<file path="src/rtl/tq_pkg.sv">
package tq_pkg;
  typedef enum logic [1:0] {
    TQ_ZERO = 2'b00,
    TQ_POS  = 2'b01,
    TQ_NEG  = 2'b11
  } tcode_t;

  typedef enum logic [1:0] {
    ST_SUM   = 2'b00,
    ST_CODE  = 2'b01,
    ST_FLUSH = 2'b10
  } phase_t;
endpackage

</file>
<file path="src/rtl/tq_abs_accum.sv">
module tq_abs_accum #(
  parameter int W_BITS = 8,
  parameter int SUM_W  = 14
) (
  input  logic                     clk,
  input  logic                     rst_n,
  input  logic                     en,
  input  logic                     first,
  input  logic signed [W_BITS-1:0] w,
  output logic [SUM_W-1:0]         sum
);
  logic [W_BITS-1:0] mag;
  logic [SUM_W-1:0]  sum_d, sum_q;

  // magnitude kept unsigned so the most negative value keeps full size
  assign mag = w[W_BITS-1] ? W_BITS'(-w) : W_BITS'(w);

  always_comb begin
    sum_d = sum_q;
    if (en) begin
      sum_d = first ? SUM_W'(mag) : sum_q + SUM_W'(mag);
    end
  end

  always_ff @(posedge clk or negedge rst_n) begin
    if (!rst_n) sum_q <= '0;
    else        sum_q <= sum_d;
  end

  assign sum = sum_q;

  assert_sum_monotonic_R2: assert property (@(posedge clk) disable iff (!rst_n)
    (en && !first) |=> (sum_q >= $past(sum_q)));
endmodule

</file>
<file path="src/rtl/tq_encoder.sv">
module tq_encoder #(
  parameter int W_BITS    = 8,
  parameter int N_WEIGHTS = 40,
  parameter int SUM_W     = 14
) (
  input  logic signed [W_BITS-1:0] w,
  input  logic [SUM_W-1:0]         sum,
  output tq_pkg::tcode_t           code
);
  import tq_pkg::*;
  localparam int PROD_W = SUM_W + 1;

  logic [W_BITS-1:0] mag;
  logic [PROD_W-1:0] lhs;
  logic              keep;

  assign mag  = w[W_BITS-1] ? W_BITS'(-w) : W_BITS'(w);
  // |W|/mean >= 1/2  <=>  2*N*|W| >= S ; no divide needed
  assign lhs  = PROD_W'(mag) * PROD_W'(2 * N_WEIGHTS);
  assign keep = (mag != '0) && (lhs >= PROD_W'(sum));

  always_comb begin
    code = TQ_ZERO;
    if (keep) code = w[W_BITS-1] ? TQ_NEG : TQ_POS;
  end
endmodule

</file>
<file path="src/rtl/tq_packer.sv">
module tq_packer #(
  parameter int CODES_PER_WORD = 16
) (
  input  logic                        clk,
  input  logic                        rst_n,
  input  logic                        push,
  input  tq_pkg::tcode_t              code,
  input  logic                        last,
  input  logic                        out_ready,
  output logic                        out_valid,
  output logic [2*CODES_PER_WORD-1:0] out_word
);
  localparam int WORD_BITS = 2 * CODES_PER_WORD;
  localparam int SLOT_W    = $clog2(CODES_PER_WORD);
  localparam logic [SLOT_W-1:0] TOP_SLOT = SLOT_W'(CODES_PER_WORD - 1);

  logic [WORD_BITS-1:0] acc_q, acc_d, word_q, word_d, merged;
  logic [SLOT_W-1:0]    slot_q, slot_d;
  logic                 vld_q, vld_d;

  assign merged = acc_q | (WORD_BITS'(code) << {slot_q, 1'b0});

  always_comb begin
    acc_d  = acc_q;
    slot_d = slot_q;
    word_d = word_q;
    vld_d  = vld_q;
    if (vld_q && out_ready) vld_d = 1'b0;
    if (push) begin
      if (last || slot_q == TOP_SLOT) begin
        word_d = merged;
        vld_d  = 1'b1;
        acc_d  = '0;
        slot_d = '0;
      end else begin
        acc_d  = merged;
        slot_d = slot_q + 1'b1;
      end
    end
  end

  always_ff @(posedge clk or negedge rst_n) begin
    if (!rst_n) begin
      acc_q  <= '0;
      slot_q <= '0;
      word_q <= '0;
      vld_q  <= 1'b0;
    end else begin
      acc_q  <= acc_d;
      slot_q <= slot_d;
      word_q <= word_d;
      vld_q  <= vld_d;
    end
  end

  assign out_valid = vld_q;
  assign out_word  = word_q;

  logic bad_code;
  always_comb begin
    bad_code = 1'b0;
    for (int i = 0; i < CODES_PER_WORD; i++) begin
      if (word_q[2*i +: 2] == 2'b10) bad_code = 1'b1;
    end
  end

  assert_no_illegal_code_R3: assert property (@(posedge clk) disable iff (!rst_n)
    vld_q |-> !bad_code);
  assert_hold_word_R7: assert property (@(posedge clk) disable iff (!rst_n)
    (vld_q && !out_ready) |=> (vld_q && $stable(word_q)));
  assert_push_idle_R7: assert property (@(posedge clk) disable iff (!rst_n)
    push |-> !vld_q);
endmodule

</file>
<file path="src/rtl/tq_quantizer.sv">
module tq_quantizer #(
  parameter int W_BITS         = 8,
  parameter int N_WEIGHTS      = 40,
  parameter int CODES_PER_WORD = 16
) (
  input  logic                        clk,
  input  logic                        rst_n,
  input  logic                        in_valid,
  output logic                        in_ready,
  input  logic signed [W_BITS-1:0]    in_weight,
  output logic                        out_valid,
  input  logic                        out_ready,
  output logic [2*CODES_PER_WORD-1:0] out_word,
  output logic [W_BITS-1:0]           scale,
  output logic                        done
);
  import tq_pkg::*;
  localparam int SUM_W = W_BITS + $clog2(N_WEIGHTS + 1);
  localparam int CNT_W = $clog2(N_WEIGHTS);
  localparam logic [CNT_W-1:0] LAST_IDX = CNT_W'(N_WEIGHTS - 1);

  // reset: asserted asynchronously, released through two flops
  logic rs_meta, rst_s;
  always_ff @(posedge clk or negedge rst_n) begin
    if (!rst_n) begin
      rs_meta <= 1'b0;
      rst_s   <= 1'b0;
    end else begin
      rs_meta <= 1'b1;
      rst_s   <= rs_meta;
    end
  end

  phase_t           st_q, st_d;
  logic [CNT_W-1:0] cnt_q, cnt_d;
  logic             done_q, done_d;
  logic             fire, acc_en, acc_first, push, last;
  logic [SUM_W-1:0] sum;
  tcode_t           code;

  assign in_ready = (st_q == ST_SUM) || (st_q == ST_CODE && !out_valid);
  assign fire     = in_valid && in_ready;

  always_comb begin
    st_d      = st_q;
    cnt_d     = cnt_q;
    done_d    = 1'b0;
    acc_en    = 1'b0;
    acc_first = 1'b0;
    push      = 1'b0;
    last      = 1'b0;
    case (st_q)
      ST_SUM: if (fire) begin
        acc_en    = 1'b1;
        acc_first = (cnt_q == '0);
        if (cnt_q == LAST_IDX) begin
          cnt_d = '0;
          st_d  = ST_CODE;
        end else begin
          cnt_d = cnt_q + 1'b1;
        end
      end
      ST_CODE: if (fire) begin
        push = 1'b1;
        if (cnt_q == LAST_IDX) begin
          last  = 1'b1;
          cnt_d = '0;
          st_d  = ST_FLUSH;
        end else begin
          cnt_d = cnt_q + 1'b1;
        end
      end
      ST_FLUSH: if (out_valid && out_ready) begin
        done_d = 1'b1;
        st_d   = ST_SUM;
      end
      default: st_d = ST_SUM;
    endcase
  end

  always_ff @(posedge clk or negedge rst_s) begin
    if (!rst_s) begin
      st_q   <= ST_SUM;
      cnt_q  <= '0;
      done_q <= 1'b0;
    end else begin
      st_q   <= st_d;
      cnt_q  <= cnt_d;
      done_q <= done_d;
    end
  end

  tq_abs_accum #(.W_BITS(W_BITS), .SUM_W(SUM_W)) u_accum (
    .clk(clk), .rst_n(rst_s), .en(acc_en), .first(acc_first),
    .w(in_weight), .sum(sum)
  );

  tq_encoder #(.W_BITS(W_BITS), .N_WEIGHTS(N_WEIGHTS), .SUM_W(SUM_W)) u_enc (
    .w(in_weight), .sum(sum), .code(code)
  );

  tq_packer #(.CODES_PER_WORD(CODES_PER_WORD)) u_pack (
    .clk(clk), .rst_n(rst_s), .push(push), .code(code), .last(last),
    .out_ready(out_ready), .out_valid(out_valid), .out_word(out_word)
  );

  assign scale = W_BITS'(sum / SUM_W'(N_WEIGHTS));
  assign done  = done_q;

  assert_quiet_in_sum_R1: assert property (@(posedge clk) disable iff (!rst_s)
    (st_q == ST_SUM) |-> !out_valid);
  assert_scale_held_R2: assert property (@(posedge clk) disable iff (!rst_s)
    !(st_q == ST_SUM && fire) |=> $stable(scale));
  assert_done_pulse_R8: assert property (@(posedge clk) disable iff (!rst_s)
    done_q |=> !done_q);
endmodule

</file>
<file path="config.mk">
export PLATFORM = sky130hd
export DESIGN_NAME = tq_quantizer
export DESIGN_NICKNAME = d
export VERILOG_FILES = /design/src/rtl/tq_pkg.sv /design/src/rtl/tq_abs_accum.sv /design/src/rtl/tq_encoder.sv /design/src/rtl/tq_packer.sv /design/src/rtl/tq_quantizer.sv
export SDC_FILE = /design/constraint.sdc
export NUM_CORES = 1
export LEC_CHECK = 0
export ABC_AREA = 1
export BUFFER_PORTS_ARGS = -buffer_cell sky130_fd_sc_hd__buf_2
export CAP_MARGIN = 10
export CELL_PAD_IN_SITES_DETAIL_PLACEMENT = 0
export CELL_PAD_IN_SITES_GLOBAL_PLACEMENT = 1
export CORE_MARGIN = 4
export CORE_UTILIZATION = 40
export DETAILED_ROUTE_END_ITERATION = 7
export PLACE_DENSITY = 0.86
export SLEW_MARGIN = 20
export SYNTH_ARGS = -nofsm -noshare
export SYNTH_HDL_FRONTEND = slang
export SYNTH_SLANG_ARGS = --single-unit
</file>
<file path="constraint.sdc">
create_clock -name clk -period 2.8 [get_ports clk]
set_input_delay 0.14 -clock clk [delete_from_list [all_inputs] [get_ports clk]]
set_output_delay 0.14 -clock clk [all_outputs]
set_load 0.1 [all_outputs]
</file>
After elaboration in Yosys (flattened, before gate mapping)
Index checks and enable logic that the tools add are counted.
- add/sub/neg operators: 4
- multipliers: 1
- div/mod/pow operators: 1
- $lt $le $gt $ge: 1
- equal/unequal tests: 9
- shift-type cells: 1
- mux-type cells: 26
- bitwise logic cells: 1
- reductions and logical operators: 14
- operators with widths (cell ; count):
    $mux 32 ; 1
    $or 32x32->32 ; 1
    $shl 2x5->32 ; 1
    $ge 15x14->1 ; 1
    $add 14x8->14 ; 1
    $div 14x6->14 const B ; 1
    $mux 14 ; 1
    $mux 2 ; 7
    $mux 1 ; 13
    $mul 8x3->11 const B ; 1
    $mux 8 ; 1
    $neg 8->8 ; 1
    $reduce_bool 8->1 ; 1
    $add 6x1->6 const B ; 1
    $eq 6x6->1 const B ; 1
    $logic_not 6->1 ; 1
    $mux 6 ; 1
    $ne 2x2->1 const B ; 3
    $pmux 2 s3 ; 1
    $reduce_and 5->1 ; 1
    $add 4x1->4 const B ; 1
    $eq 4x4->1 const B ; 1
    $logic_and 1x1->1 ; 4
    $mux 4 ; 1
    other kinds (8) ; 11
- bits in registers: 94
- output and inout port bits: 43
- logic and storage cells: 68

Logic depth before layout (Yosys ltp)
- word-level depth: 9
- gate-level depth with buffers: 36

Hierarchy
From an unflattened synthesis, not the netlist that was laid out.
- cell total of the unflattened synthesis: 943
- area, all modules: 6712.7 µm²
- by module, submodules not included (module ; times used ; cells each ; area an instance (µm²)):
    tq_packer ; 1 ; 416 ; 3238.1
    tq_quantizer ; 1 ; 198 ; 1285.0
    tq_abs_accum ; 1 ; 184 ; 1257.5
    tq_encoder ; 1 ; 145 ; 932.1

Worst setup path after synthesis
OpenSTA, ideal clock, no wires.
- path kind: register to output
- from: reg u_accum.sum_q[13] (netlist: u_accum.sum[13])
- to: out scale[0]
- arrival: 5.756 ns
- required time: 2.660 ns
- setup slack: -3.096 ns
- cell stages (with the launch flop): 36
- buffers on the path: 0
- cell sequence: dfrtp_1 nand2_1 clkinv_1 o21bai_2 nand2_2 nand2_2 nand2_1 nand2_2 nand2_2 nand2_4 nand2_1 nand2_2 inv_2 nand2_4 nand2_4 nand2_2 nand3_2 nand2_2 nand2_2 nand2_1 nand2_1 inv_1 nand2_4 nand2_4 nand2_1 nand2_2 nand2_2 nand2_2 nand2_1 nand2_1 inv_2 nand2_1 nand2_2 nand2_1 nand2_1 nand2_1
- longest elaborated chain between the ends: 1
- RTL lines (what ; line ; source):
    from (decl) ; tq_abs_accum.sv:13 ; logic [SUM_W-1:0] sum_d, sum_q;
    from (signal assigned) ; tq_abs_accum.sv:27 ; else sum_q <= sum_d;
    $div 14x6->14 ; tq_quantizer.sv:107 ; assign scale = W_BITS'(sum / SUM_W'(N_WEIGHTS));
    to (decl) ; tq_quantizer.sv:14 ; output logic [W_BITS-1:0] scale,
No other way between the ends.

Final worst setup path
Same ends and word-level chain as after synthesis.

==> out/metrics.cfg <==
[yosys]
synth_mux_area_share_pct = 0.2435
synth_top_family_by_area = simple AND/OR/NAND/NOR gates
synth_xor_area_share_pct = 2.325
ys_seq_area_share_pct = 41.62
yosys.area_share.simple_pct = 21.90
synth.cell_area_sq_um = 5652
synthCells = 722
yosysWarnings = 0
synth_seq_cells = 94
synth.avg_cell_area_sq_um = 7.828
synthAdderAreaFrac_pct = 8.236
yosysUniqueCellTypes = 41
synth-compound-area-share_pct = 16.49
mappedNetlistNets = 770

[global_routing]
antenna_found_initial = 0
grtUsageTotal_pct = 20.15
grt_pass1_vias = 5574
grt_overflow = 0
grt_pass1_wl_um = 26640
grt_max_degree = 51

[critical_path]
cp.depth = 33
path_class = reg2out
critPathBufInv = 5
start_kind = flip-flop
endpoint_kind = primary output
cp.arrival_ns = 3.71
crit_family = simple AND/OR/NAND/NOR gates
critPathMaxStageDelay_ns = 0.46
cpMostUsedCell = nand2_4
crit_slowest_cell = dfrtp_2
worstPathMaxFanout = 5
cp.required_ns = 2.66
reg2reg_depth = 16

[cells_and_area]
multi_input_area_sq_um = 3980
final_area_sq_um = 8492
regArea_sq_um = 2361
filler_cell_count = 1158
num_antenna_cells = 0
area_delta_synth_final_pct = 50.25
fin_util_pct = 61.18
nets = 913
layout-drive-gt1-share_pct = 47.18

[run]
maxCapViolations = 0

[worst_hold_path]
min_path_type = in2async

[floorplanning]
dieWidth_um = 126.9
design.die.area_sq_um = 16090
dieHeight_um = 126.9
io_pins = 55
core_sq_um = 13880
fp-row-count = 43
start_util_pct = 40.72

[clock_tree]
cts_buffers = 9
clk_path_buf_depth = 2
htreeDepth = 3
clk_pin_slew_worst_paths_ns = 0.07
root_buffer = clkbuf_16
cts_tree = yes
clk-insertion-delay-late_ns = 0.36
clkSinkCount = 94

[sta]
worst_slew_pin_slew_ns = 0.7223
setup_violations = 68
period_share_pct = 137.5
hold_slack_ns = 0.09741
final_max_slew_viol_count = 0
slew_headroom_pct = 51.78
layout_min_cycle_time_ns = 3.849
fin_skew_ns = 0.01147
rsz0062_at_grt = true
fmax_mhz = 259.8
finalHoldViolCount = 0
finalWorstSetupSlack_ns = -1.049

[place]
dpl_cell_area_sq_um = 7010
pre_cts_slack_ns = -1.333
gp_congestion = 0.8675
dp_hpwl_um = 10940
portBuffers = 54

[status]
status = complete, but fails checks
violations = setup timing

[detailed_routing]
first_pass_iters = 4
drt-total-wl_um = 16190
first_iter_violations = 376
drc_errors = 0
routedWlPerCell_um = 15.43
via_per_inst = 5.160
antenna_left = 0
vias = 5413

[final timing paths]
path	from	to	slack, ns
min in group clk	in_weight[0]	u_accum.sum[0]$_DFFE_PN0P_	0.21
worst min-delay path	rst_n	rst_s$_DFF_PN0_	0.1
worst max-delay path	u_accum.sum[13]$_DFFE_PN0P_	scale[0]	-1.05
worst min register to register	rs_meta$_DFF_PN0_	rst_s$_DFF_PN0_	0.35
max in group asynchronous	rst_s$_DFF_PN0_	u_pack.out_word[15]$_DFFE_PN0P_	1.77
worst max register to register	u_accum.sum[7]$_DFFE_PN0P_	u_pack.acc_q[25]$_DFFE_PN0P_	-0.04
[cell usage in the layout, fill, tap and decap left out, types with 22 or more instances in the layout]
| master | netlist | final |
|---|---|---|
| buf_2 | 1 | 44 |
| o21ai_0 | 82 | 22 |
| ha_1 | 34 | 23 |
| nand2_4 | 5 | 26 |
| nand2_1 | 131 | 93 |
| nor2_1 | 55 | 37 |
| dfrtp_1 | 94 | 89 |
| inv_2 | 7 | 31 |
| o21ai_1 | 0 | 25 |
| buf_4 | 0 | 80 |
| nand2_2 | 17 | 25 |
| o21ai_2 | 1 | 33 |
| inv_1 | 106 | 78 |
[synthesized netlist by cell type, drive strengths merged]
cell      n  share of area, %
a211oi   22               2.9
o21bai    3              0.46
o21ai    83               7.4
nand4     6              0.66
clkinv    5              0.33
xor2     10               1.5
nor3      9              0.80
nand3b    1              0.13
o211ai    1              0.13
a21oi    41               3.7
fa        2              0.71
or2       1              0.11
nand3    41               4.2
a221oi    1              0.15
clkbuf   16               1.1
a21o      2              0.27
conb      1             0.066
ha       34               7.5
inv     113               7.5
xnor2     5              0.77
and2      1              0.11
nor3b     1              0.13
a22oi     2              0.27
a21boi    1              0.13
buf       3              0.22
nand2   153                12
mux2i     1              0.24
dfrtp    94                42
nor2     55               3.7
nor4      5              0.55
o32ai     1              0.15
a31oi     4              0.44
o22ai     4              0.44
[kinds of logic after synthesis]
group,Yosys count
AOI/OAI and AO/OA,165
xor gates and xnor gates,15
adders and majority gates,36
buffers and inverters,137
DFF,94
muxes,1
other,1
and+or+nand+nor,273
[through the flow]
| stage | cells | setup TNS [ns] |
|---|---|---|
| after floorplan | 722 | -45.47 |
| after global placement | 1004 | -74.61 |
| after detailed placement | 1004 | -79.92 |
| after CTS | 1040 | -41.00 |
| after global routing | 1049 | -63.29 |
| final | 1049 | -46.23 |
[state kept, by name, indices dropped and copies added, names as in the netlist]
register,count
cnt_q,6
done,1
rs_meta,1
rst_s,1
st_q,2
u_accum.sum,14
u_pack.acc_q,32
u_pack.out_valid,1
u_pack.out_word,32
u_pack.slot_q,4
[area by class of cell]
type,instances,area share (%)
clock buffer,10,2.696
clock inverter,5,0.4126
inverter,118,5.569
multi-input combinational,491,46.87
sequential,94,27.80
tap,180,2.652
timing repair buffer,151,14.00
[layer usage]
metal | share of wire [%] | track usage (%) | wire length (um)
met1 | 42 | 24.73 | 6819
met2 | 53 | 36.15 | 8607
met3 | 2.8 | 2.653 | 449
met4 | 1.9 | 7.256 | 312
met5 | 0 | 0 | 0
[worst reg2reg max path, delay by kind of cell, from the launching register on]
kind | cells | cell delay (ns)
flops | 1 | 0.46
buf+inv | 2 | 0.26
fa+ha+maj | 1 | 0.34
simple gates | 7 | 0.86
compound gates | 6 | 0.86
[repair_timing]
action                                  in CTS  in global routing
cloned                                       0                  0
endpoints found under the hold margin        3                  0
pin swaps                                   77                 85
hold buffers                                 2                  0
endpoints found under the setup margin      70                 77
gates resized for setup                    149                108
setup buffers                               20                 12
Power is left out: the tool's default activity adds up to more than one toggle a clock period on the data nets, which glitch-free logic cannot reach.
